<file path="config.mk">
export PLATFORM = sky130hd
export DESIGN_NAME = txw_packer
export DESIGN_NICKNAME = d
export VERILOG_FILES = /design/src/rtl/txw_pkg.sv /design/src/rtl/txw_addr_decode.sv /design/src/rtl/txw_hold_ctl.sv /design/src/rtl/txw_rx_align.sv /design/src/rtl/txw_packer.sv
export SDC_FILE = /design/constraint.sdc
export NUM_CORES = 1
export LEC_CHECK = 0
export BUFFER_PORTS_ARGS = -buffer_cell sky130_fd_sc_hd__buf_4
export CAP_MARGIN = 0
export CORE_MARGIN = 2
export CORE_UTILIZATION = 49
export DETAILED_ROUTE_END_ITERATION = 10
export PLACE_DENSITY = 0.87
export SETUP_SLACK_MARGIN = 0.4
export SLEW_MARGIN = 10
export SYNTH_ARGS = -nofsm -noshare
export SYNTH_HDL_FRONTEND = slang
export SYNTH_SLANG_ARGS = --single-unit
</file>
<file path="constraint.sdc">
create_clock -name clk -period 2.9 [get_ports clk]
set_input_delay 0 -clock clk [delete_from_list [all_inputs] [get_ports clk]]
set_output_delay 0 -clock clk [all_outputs]
set_load 0.005 [all_outputs]
</file>
<file path="src/rtl/txw_pkg.sv">
package txw_pkg;

    localparam int DATA_W   = 32;
    localparam int LANE_W   = 8;
    localparam int LANES    = DATA_W / LANE_W;
    localparam int CNT_W    = $clog2(LANES);

    typedef enum logic [1:0] {
        WK_NONE = 2'd0,
        WK_FULL = 2'd1,
        WK_PART = 2'd2
    } wr_kind_e;

    typedef struct packed {
        wr_kind_e         kind;
        logic [CNT_W-1:0] cnt;
    } wr_dec_t;

    typedef struct packed {
        logic [CNT_W-1:0]  cnt;
        logic [DATA_W-1:0] data;
    } tx_entry_t;

    // Keep the low cnt lanes, zero the rest; cnt of 0 keeps every lane.
    function automatic logic [DATA_W-1:0] keep_low_lanes(
        input logic [DATA_W-1:0] d, input logic [CNT_W-1:0] cnt);
        logic [DATA_W-1:0] r;
        for (int i = 0; i < LANES; i++) begin
            if (cnt == '0 || i < int'(cnt))
                r[i*LANE_W +: LANE_W] = d[i*LANE_W +: LANE_W];
            else
                r[i*LANE_W +: LANE_W] = '0;
        end
        return r;
    endfunction

    // Move the cnt uppermost lanes down to lane 0; cnt of 0 is a full word.
    function automatic logic [DATA_W-1:0] right_align(
        input logic [DATA_W-1:0] d, input logic [CNT_W-1:0] cnt);
        logic [DATA_W-1:0] r;
        if (cnt == '0)
            r = d;
        else
            r = d >> (LANE_W * (LANES - int'(cnt)));
        return r;
    endfunction

endpackage

</file>
<file path="src/rtl/txw_addr_decode.sv">
module txw_addr_decode
    import txw_pkg::*;
#(
    parameter int          ADDR_W   = 8,
    parameter logic [7:0]  OFF_FULL = 8'h1C,
    parameter logic [7:0]  OFF_P1   = 8'h80,
    parameter logic [7:0]  OFF_P2   = 8'h84,
    parameter logic [7:0]  OFF_P3   = 8'h88
) (
    input  logic [ADDR_W-1:0] addr,
    output wr_dec_t           dec
);
    localparam int NPART = LANES - 1;

    logic [NPART-1:0] part_hit;
    logic [ADDR_W-1:0] part_off [NPART];

    assign part_off[0] = ADDR_W'(OFF_P1);
    assign part_off[1] = ADDR_W'(OFF_P2);
    assign part_off[2] = ADDR_W'(OFF_P3);

    for (genvar g = 0; g < NPART; g++) begin : g_part
        assign part_hit[g] = (addr == part_off[g]);
    end

    always_comb begin
        dec.kind = WK_NONE;
        dec.cnt  = '0;
        if (addr == ADDR_W'(OFF_FULL)) begin
            dec.kind = WK_FULL;
        end else begin
            for (int i = 0; i < NPART; i++) begin
                if (part_hit[i]) begin
                    dec.kind = WK_PART;
                    dec.cnt  = CNT_W'(i + 1);
                end
            end
        end
    end

    always_comb begin
        a_r2_one_hit: assert ($onehot0(part_hit));
    end
endmodule

</file>
<file path="src/rtl/txw_hold_ctl.sv">
module txw_hold_ctl
    import txw_pkg::*;
(
    input  logic              clk,
    input  logic              rst,
    input  logic              wr_en,
    input  wr_dec_t           dec,
    input  logic [DATA_W-1:0] wr_data,
    input  logic              fifo_full,
    input  logic              fifo_empty,
    output logic              wr_ready,
    output logic              push_valid,
    output tx_entry_t         push_entry,
    output logic              ovf_flag
);
    logic      hold_v;
    tx_entry_t hold_q;
    logic      accept;
    logic      capture;
    logic      ovf_set;
    tx_entry_t new_entry;

    assign wr_ready = !hold_v;
    assign accept   = wr_en && wr_ready;

    always_comb begin
        new_entry.cnt  = dec.cnt;
        new_entry.data = keep_low_lanes(wr_data, dec.cnt);
    end

    always_comb begin
        push_valid = 1'b0;
        push_entry = '0;
        capture    = 1'b0;
        ovf_set    = 1'b0;
        if (hold_v) begin
            push_valid = fifo_empty;
            push_entry = hold_q;
        end else if (accept) begin
            case (dec.kind)
                WK_FULL: begin
                    push_entry = new_entry;
                    push_valid = !fifo_full;
                    ovf_set    = fifo_full;
                end
                WK_PART: begin
                    push_entry = new_entry;
                    push_valid = fifo_empty;
                    capture    = !fifo_empty;
                end
                default: ;
            endcase
        end
    end

    always_ff @(posedge clk) begin
        if (rst) begin
            hold_v   <= 1'b0;
            hold_q   <= '0;
            ovf_flag <= 1'b0;
        end else begin
            if (capture) begin
                hold_v <= 1'b1;
                hold_q <= new_entry;
            end else if (hold_v && fifo_empty) begin
                hold_v <= 1'b0;
            end
            if (ovf_set)
                ovf_flag <= 1'b1;
        end
    end

    a_r3_no_push_when_full: assert property (@(posedge clk) disable iff (rst)
        push_valid |-> !fifo_full);
    a_r3_ovf_sticky: assert property (@(posedge clk) disable iff (rst)
        ovf_flag |=> ovf_flag);
    a_r4_partial_only_empty: assert property (@(posedge clk) disable iff (rst)
        (push_valid && push_entry.cnt != '0) |-> fifo_empty);
    a_r4_parked_stays: assert property (@(posedge clk) disable iff (rst)
        (hold_v && !fifo_empty) |=> (hold_v && $stable(hold_q)));
    a_r10_stall_no_new_push: assert property (@(posedge clk) disable iff (rst)
        (!wr_ready && push_valid) |-> (push_entry == hold_q));
endmodule

</file>
<file path="src/rtl/txw_rx_align.sv">
module txw_rx_align
    import txw_pkg::*;
(
    input  logic              clk,
    input  logic              rst,
    input  logic              push_valid,
    input  logic [CNT_W-1:0]  push_cnt,
    input  logic              rx_last_in,
    input  logic [DATA_W-1:0] rx_data_in,
    output logic [CNT_W-1:0]  tail_count,
    output logic [DATA_W-1:0] rx_data_out
);
    always_ff @(posedge clk) begin
        if (rst)
            tail_count <= '0;
        else if (push_valid)
            tail_count <= push_cnt;
    end

    assign rx_data_out = rx_last_in ? right_align(rx_data_in, tail_count) : rx_data_in;

    a_r7_tail_follows_push: assert property (@(posedge clk) disable iff (rst)
        push_valid |=> (tail_count == $past(push_cnt)));
    a_r7_tail_holds: assert property (@(posedge clk) disable iff (rst)
        !push_valid |=> $stable(tail_count));
endmodule

</file>
<file path="src/rtl/txw_packer.sv">
module txw_packer
    import txw_pkg::*;
#(
    parameter int ADDR_W = 8
) (
    input  logic              clk,
    input  logic              rst,
    input  logic              wr_en,
    input  logic [ADDR_W-1:0] wr_addr,
    input  logic [DATA_W-1:0] wr_data,
    output logic              wr_ready,
    input  logic              fifo_full,
    input  logic              fifo_empty,
    output logic              push_valid,
    output logic [CNT_W-1:0]  push_count,
    output logic [DATA_W-1:0] push_data,
    output logic              ovf_flag,
    output logic [CNT_W-1:0]  tail_count,
    input  logic              rx_last_in,
    input  logic [DATA_W-1:0] rx_data_in,
    output logic [DATA_W-1:0] rx_data_out
);
    wr_dec_t   dec;
    tx_entry_t entry;

    txw_addr_decode #(.ADDR_W(ADDR_W)) u_dec (
        .addr (wr_addr),
        .dec  (dec)
    );

    txw_hold_ctl u_hold (
        .clk        (clk),
        .rst        (rst),
        .wr_en      (wr_en),
        .dec        (dec),
        .wr_data    (wr_data),
        .fifo_full  (fifo_full),
        .fifo_empty (fifo_empty),
        .wr_ready   (wr_ready),
        .push_valid (push_valid),
        .push_entry (entry),
        .ovf_flag   (ovf_flag)
    );

    assign push_count = entry.cnt;
    assign push_data  = entry.data;

    txw_rx_align u_rx (
        .clk         (clk),
        .rst         (rst),
        .push_valid  (push_valid),
        .push_cnt    (entry.cnt),
        .rx_last_in  (rx_last_in),
        .rx_data_in  (rx_data_in),
        .tail_count  (tail_count),
        .rx_data_out (rx_data_out)
    );

    a_r2_upper_lanes_clean: assert property (@(posedge clk) disable iff (rst)
        (push_valid && push_count == 2'd1) |-> (push_data[31:8] == '0));
    a_r9_ready_after_reset: assert property (@(posedge clk)
        $fell(rst) |-> (wr_ready && !ovf_flag && tail_count == '0));
endmodule

</file>
* Word-level counts from Yosys, hierarchy flattened
Cells that the tools add are included.
Widths: inputs -> output; s select.
** Storage, ports and cells
- Register bits after elaboration :: 38
- Input port bits :: 78
- Output and inout port bits :: 71
- Word-level logic and storage cells :: 53
** Cells by class
- Add/sub/neg operators :: 1
- Magnitude comparators :: 3
- Equal/unequal tests :: 6
- Shifts and indexed selects :: 1
- Mux-type cells :: 25
- Reductions and logical operators :: 12
** Operators by type and width (number)
- $mux 34 :: 3
- $mux 32 :: 2
- $mux 8 :: 4
- $shr 32x32->32 :: 1
- $eq 8x8->1 const B :: 3
- $mux 4 :: 3
- $mux 1 :: 10
- $eq 8x5->1 const B :: 1
- $logic_not 2->1 :: 2
- $lt 1x2->1 const A :: 2
- $mux 2 :: 2
- $sub 3x2->4 const A :: 1
- $logic_not 1->1 :: 3
- $logic_or 1x1->1 :: 3
- $eq 2x1->1 const B :: 1
- $eq 2x2->1 const B :: 1
- $logic_and 1x1->1 :: 2
- $lt 2x2->1 const A :: 1
- $pmux 1 s2 :: 1
- $reduce_bool 2->1 :: 1
- $reduce_or 2->1 :: 1

* Depth between registers and ports, before layout
- Depth after elaboration :: 11
- Depth in mapped cells :: 9
- Depth with buffers taken out :: 7

* Cells and area by module
Synthesis repeated with hierarchy kept, for this count alone.
** Unflattened totals
- Cell total of the unflattened synthesis :: 333
- Area, all modules :: 2996.6 sq um
** By module, submodules not included
- txw_hold_ctl :: times used 1, cells each 213, area each 2144.6 sq um, sequential area each 720.7 sq um
- txw_rx_align :: times used 1, cells each 112, area each 779.5 sq um, sequential area each 40.0 sq um
- txw_addr_decode :: times used 1, cells each 8, area each 72.6 sq um, sequential area each 0.0 sq um

* Worst setup path before layout
Ideal clock, no wire load.
- Kind :: input to register
- Start point :: in wr_addr[5]
- End point :: reg u_hold.hold_q[23] (netlist bit)
- Setup time :: 0.070 ns
- Data arrival time :: 1.920 ns
- Data required time :: 2.830 ns
- Setup slack :: 0.909 ns
- Cell stages on the path :: 8
- Buffers on the path :: 2
- Cell sequence :: or4_4 buf_6 or3_1 ha_1 inv_1 clkbuf_1 nand3_1 a21oi_1
** On the way
- Longest elaborated chain between the ends :: 9
- Elaborated cells on any way between the ends :: 17
- Those cells by class :: 1 x order compare; 5 x eq/ne; 9 x mux; 2 x reduce/logical
** RTL lines
- from (decl) :: RTL line txw_packer.sv:9 : input logic [ADDR_W-1:0] wr_addr,
- $eq 8x8->1 :: RTL line txw_addr_decode.sv:23 : assign part_hit[g] = (addr == part_off[g]);
- $mux 4 (3 in series) :: RTL line txw_addr_decode.sv:33 : if (part_hit[i]) begin
- $mux 2 :: RTL line txw_addr_decode.sv:29 : if (addr == ADDR_W'(OFF_FULL)) begin
- $eq 2x2->1 :: RTL line txw_hold_ctl.sv:40 : case (dec.kind)
- $mux 1 :: RTL line txw_hold_ctl.sv:40
- $mux 1 :: RTL line txw_hold_ctl.sv:39 : end else if (accept) begin
- $mux 1 :: RTL line txw_hold_ctl.sv:36 : if (hold_v) begin
- to (signal assigned) :: RTL line txw_hold_ctl.sv:64 : hold_q <= new_entry;
- to (decl) :: RTL line txw_hold_ctl.sv:17 : tx_entry_t hold_q;
Several ways; a longest one is shown, not always the timed one.
A chain may end at the register's enable or synchronous reset.

* Worst setup path after layout
- Start point :: reg u_rx.tail_count[0]
- End point :: out rx_data_out[6]
** On the way
- Longest elaborated chain between the ends :: 4
- Elaborated cells on any way between the ends :: 5
- Those cells by class :: 1 x add/sub; 1 x shift; 2 x mux; 1 x reduce/logical
** RTL lines
- from (decl) :: RTL line txw_rx_align.sv:10 : output logic [CNT_W-1:0] tail_count,
- from (signal assigned) :: RTL line txw_rx_align.sv:17 : tail_count <= push_cnt;
- $sub 3x2->4 :: RTL line txw_pkg.sv:44 : r = d >> (LANE_W * (LANES - int'(cnt)));
- $shr 32x32->32 :: RTL line txw_pkg.sv:44
- $mux 32 (*) :: RTL line txw_pkg.sv:41 : if (cnt == '0)
- $mux 32 (*) :: RTL line txw_rx_align.sv:20 : assign rx_data_out = rx_last_in ? right_align(rx_data_in, tail_count) : rx_data_in;
- to (decl) :: RTL line txw_packer.sv:21 : output logic [DATA_W-1:0] rx_data_out
Mark *: on every way between the ends. The rest lies on a longest branch, timed or not.

==> impl_results.md <==
- FF+latch area: about 760 um^2
- Worst slew margin: 0.532
- Net count after synthesis: ~450
- Data arrival, critical path: about 2300 ps
- Design Power: around 1.2 mW
- GR Util All Layers: 0.290
- Multi-input gate area: ~1700 um^2
- Reported leakage power: 1.77 nW
- # IOs: 149
- Result of the run: complete, no violations
- Antenna diode count: 0
- # placed instances: 560
- Count of flip-flops with a built-in enable after synthesis: 0
- Launching element of the worst setup path: u_rx.tail_count[0]
- Number of antenna violations at the first check in global routing: 0
- CP Data Required Time: slightly below 3000 ps
- Row count: 27
- # setup viols final: 0
- Number of fill cells in the layout: ~420
- Kind of cell with the highest combined delay on the critical path: buffers and inverters
- Pwr per Cell Area: 300 nW/um^2
- Worst-Skew Late Latency: between 200 and 300 ps
- Hold WC Path Type: input pin to register
- WL per Instance: between 15 and 20 um
- CTS buffer count: 5
- DRC violation count after routing: 0
- Pins over their slew limit: 0
- Die Footprint: just over 6000 um^2
- Pin count of the biggest net entering global routing: 39
- Cell type with the largest total area after synthesis: dfxtp_1
- CTS sink cnt: 38
- Most Frequent Cell on Critical Path: buf_4
- Clock Tree Root: clkbuf_8
- Via count: 3522
- Launch instance of the worst min-delay path: wr_data[24]
- Synth cell types: 33
- Share of cells above drive strength 1: 0.327
- Width of the chip: between 70 and 80 um
- Worst slack at placement: roughly 800 ps
- Worst Hold Margin: roughly 6.8 ps
- Number of routed nets with antenna violations: 0
- Quantity of I/O buffers inserted on ports: roughly 150
- 1st-pass router iterations: 5
- Instance area at placement: around 3800 um^2
- Area of the placeable core: between 5000 and 6000 um^2
- Setup CP Type: register to primary output
- Initial detailed-routing violation count: approximately 180
- Final worst slack: 585 ps
- Ordered cell list for the critical path: inv_1 -> ha_1 -> buf_4 -> and2_1 -> a22oi_1 -> o21ai_0 -> buf_4
- Shortest clock period the worst path allows after layout: around 2300 ps
- Transition time of the tightest slew-check pin: 700 ps
- IR drop worst, VDD: ~320 uV
- Startpoint type of the worst setup path: register
- Cell Area, Synth: 2700 um^2
- Final cell area excluding filler cells: between 4000 and 5000 um^2
- Critical register-to-register path startpoint: u_hold.hold_v
- Top post-synthesis cells by area: dfxtp_1, a21oi_1, a32o_1
- Synth warnings: 0
- Sum Neg Setup Slack: 0 ps
- Maximum single-stage delay on the critical path: around 450 ps
- Final weighted congestion in routability-driven placement: about 0.85
- Fin cells: roughly 590
- Effective utilization at floorplan: 0.499
- Placed wire-length estimate after detailed placement: roughly 6.2 mm
- Clock tree from TritonCTS: built
- Total wire length after detailed routing: just over 9 mm
- Routed vias/inst: roughly 5.9
- Overall overflow remaining after global route: 0
- Tcrit/Tclk final: 0.798
- Synthesis-to-finish area growth: 53.8%
- Number of H-tree branching levels: 2
- Hold Violations, Final: 0
- Clk slew on worst S/H paths: roughly 80 ps
- Syn_area_per_cell: about 7.3 um^2
- Final core utilization: 0.768
- Area share of the leading cell type in the synthesized netlist: 0.282
- Wire length of the first global-routing pass: 14.7 mm
- Proportion of register bits with asynchronous set or reset after synthesis: 0
- Clock Skew: around 7.5 ps
- CP bufs+invs: 3
- Number of global-route vias before repair: 3296
- Top achievable clock speed: 0.432 GHz
- Proportion of synthesized chip area in sequential cells: 0.282
- Die height: ~78 um
- Gate count of the mapped netlist: approximately 370
- Standard cell with the maximum stage delay on the critical path: ha_1
- Postcts setup bufs: 0
- Kind of capture point of the worst setup path: primary output
- Fin nets: roughly 600
- Maximum count of clock buffers along a single path: 2
- Most common flop cell mapped by yosys: dfxtp_1
- Setup repair after global routing missed its margin: false
- Critical path fanouts, max: 30
- Number of max-cap violations: 0
- Synthesis-stage register bit count: 38
-- cells by family (layout without fill, tap and decap cells) --
logic type                 Yosys count  after routing  share of synthesized area
and+or+nand+nor                    136            136                      0.260
xor gates and xnor gates             1              1                    0.00325
buffers and inverters               42            194                     0.0751
AOI/OAI and AO/OA                  148            148                      0.366
DFF                                 38             38                      0.282
adders and majority gates            3              3                     0.0139
-- cell usage in the layout (no fill, tap or decap) --
master	instances
and3_1	8
nand3_1	24
nor2_2	1
a32o_1	24
a22oi_1	16
nand4b_1	1
o21a_1	1
a22o_1	8
bufinv_16	1
o41ai_1	2
xnor2_1	1
or4_4	2
o41a_1	1
ha_1	3
dlygate4sd3_1	25
a21o_1	8
clkbuf_8	6
nor2_1	4
nor2b_1	25
buf_4	156
inv_1	6
nor3_1	5
nor3_2	1
a311oi_1	2
a31oi_1	8
o21ai_0	24
or4b_4	1
and2_1	2
a21oi_1	53
nand2_1	55
nor4b_4	1
nand2b_1	5
or3_1	1
a21oi_2	1
dfxtp_1	38
-- timing repair --
item / 4_1_cts / 5_1_grt
gates resized for setup: 0 / 1
setup endpoints to repair: 0 / 8
hold buffers: 25 / 0
hold endpoints to repair: 25 / 0
-- worst min-delay path: stages --
cell,delay [ps]
buf_4,110
nand3_1,70
a21oi_1,60
-- sequential cells by signal, summed over array words and instances (netlist names) --
register         cells
u_hold.hold_q       34
u_hold.hold_v        1
u_hold.ovf_flag      1
u_rx.tail_count      2
-- metal layers --
| layer | up-vias | track usage | wire length (um) | part of all wire |
|---|---|---|---|---|
| li1 | 1661 | - | - | - |
| met1 | 1636 | 0.321 | 3510 | 0.38 |
| met2 | 191 | 0.520 | 4620 | 0.50 |
| met3 | 34 | 0.0701 | 803 | 0.087 |
| met4 | 0 | 0.135 | 330 | 0.036 |
| met5 | - | 0 | 0 | 0 |
-- cell usage after synthesis, types with 2 or more instances --
cell type / instances
or4_4: 2
o41ai_1: 2
a21oi_1: 53
a32o_1: 24
dfxtp_1: 38
and3_1: 8
a22oi_1: 16
nor2b_1: 25
nor3_1: 6
nor2_1: 5
a22o_1: 8
a31oi_1: 8
a21o_1: 8
nand2_1: 55
inv_1: 6
buf_6: 5
buf_2: 6
clkbuf_1: 24
nand3_1: 24
and2_1: 2
ha_1: 3
nand2b_1: 5
a311oi_1: 2
o21ai_0: 24
-- layout make-up --
cell class,count,share of cell area
Inverter,6,0.00543
Tap cell,72,0.0217
Multi-Input combinational cell,288,0.420
Clock buffer,6,0.0199
Timing Repair Buffer,181,0.342
Clock inverter,1,0.00724
Sequential cell,38,0.183
-- where the power goes --
part	switching, mW	leakage [nW]	internal, mW	total (mW)
combinational	0.105	1.40	0.158	0.263
clock	0.184	0.0573	0.275	0.459
sequential	0.000562	0.306	0.522	0.523
-- worst paths after layout --
| kind | endpoint | slack, ps | depth (start not counted) |
|---|---|---|---|
| worst min register to register | u_hold.hold_q[32] | 460 | 2 |
| worst max register to register | u_hold.hold_q[33] | 1180 | 4 |
| worst max-delay path | rx_data_out[6] | 590 | 7 |
| worst min-delay path | u_hold.hold_q[24] | 7 | 3 |
Power figures use the tool's default switching activity.
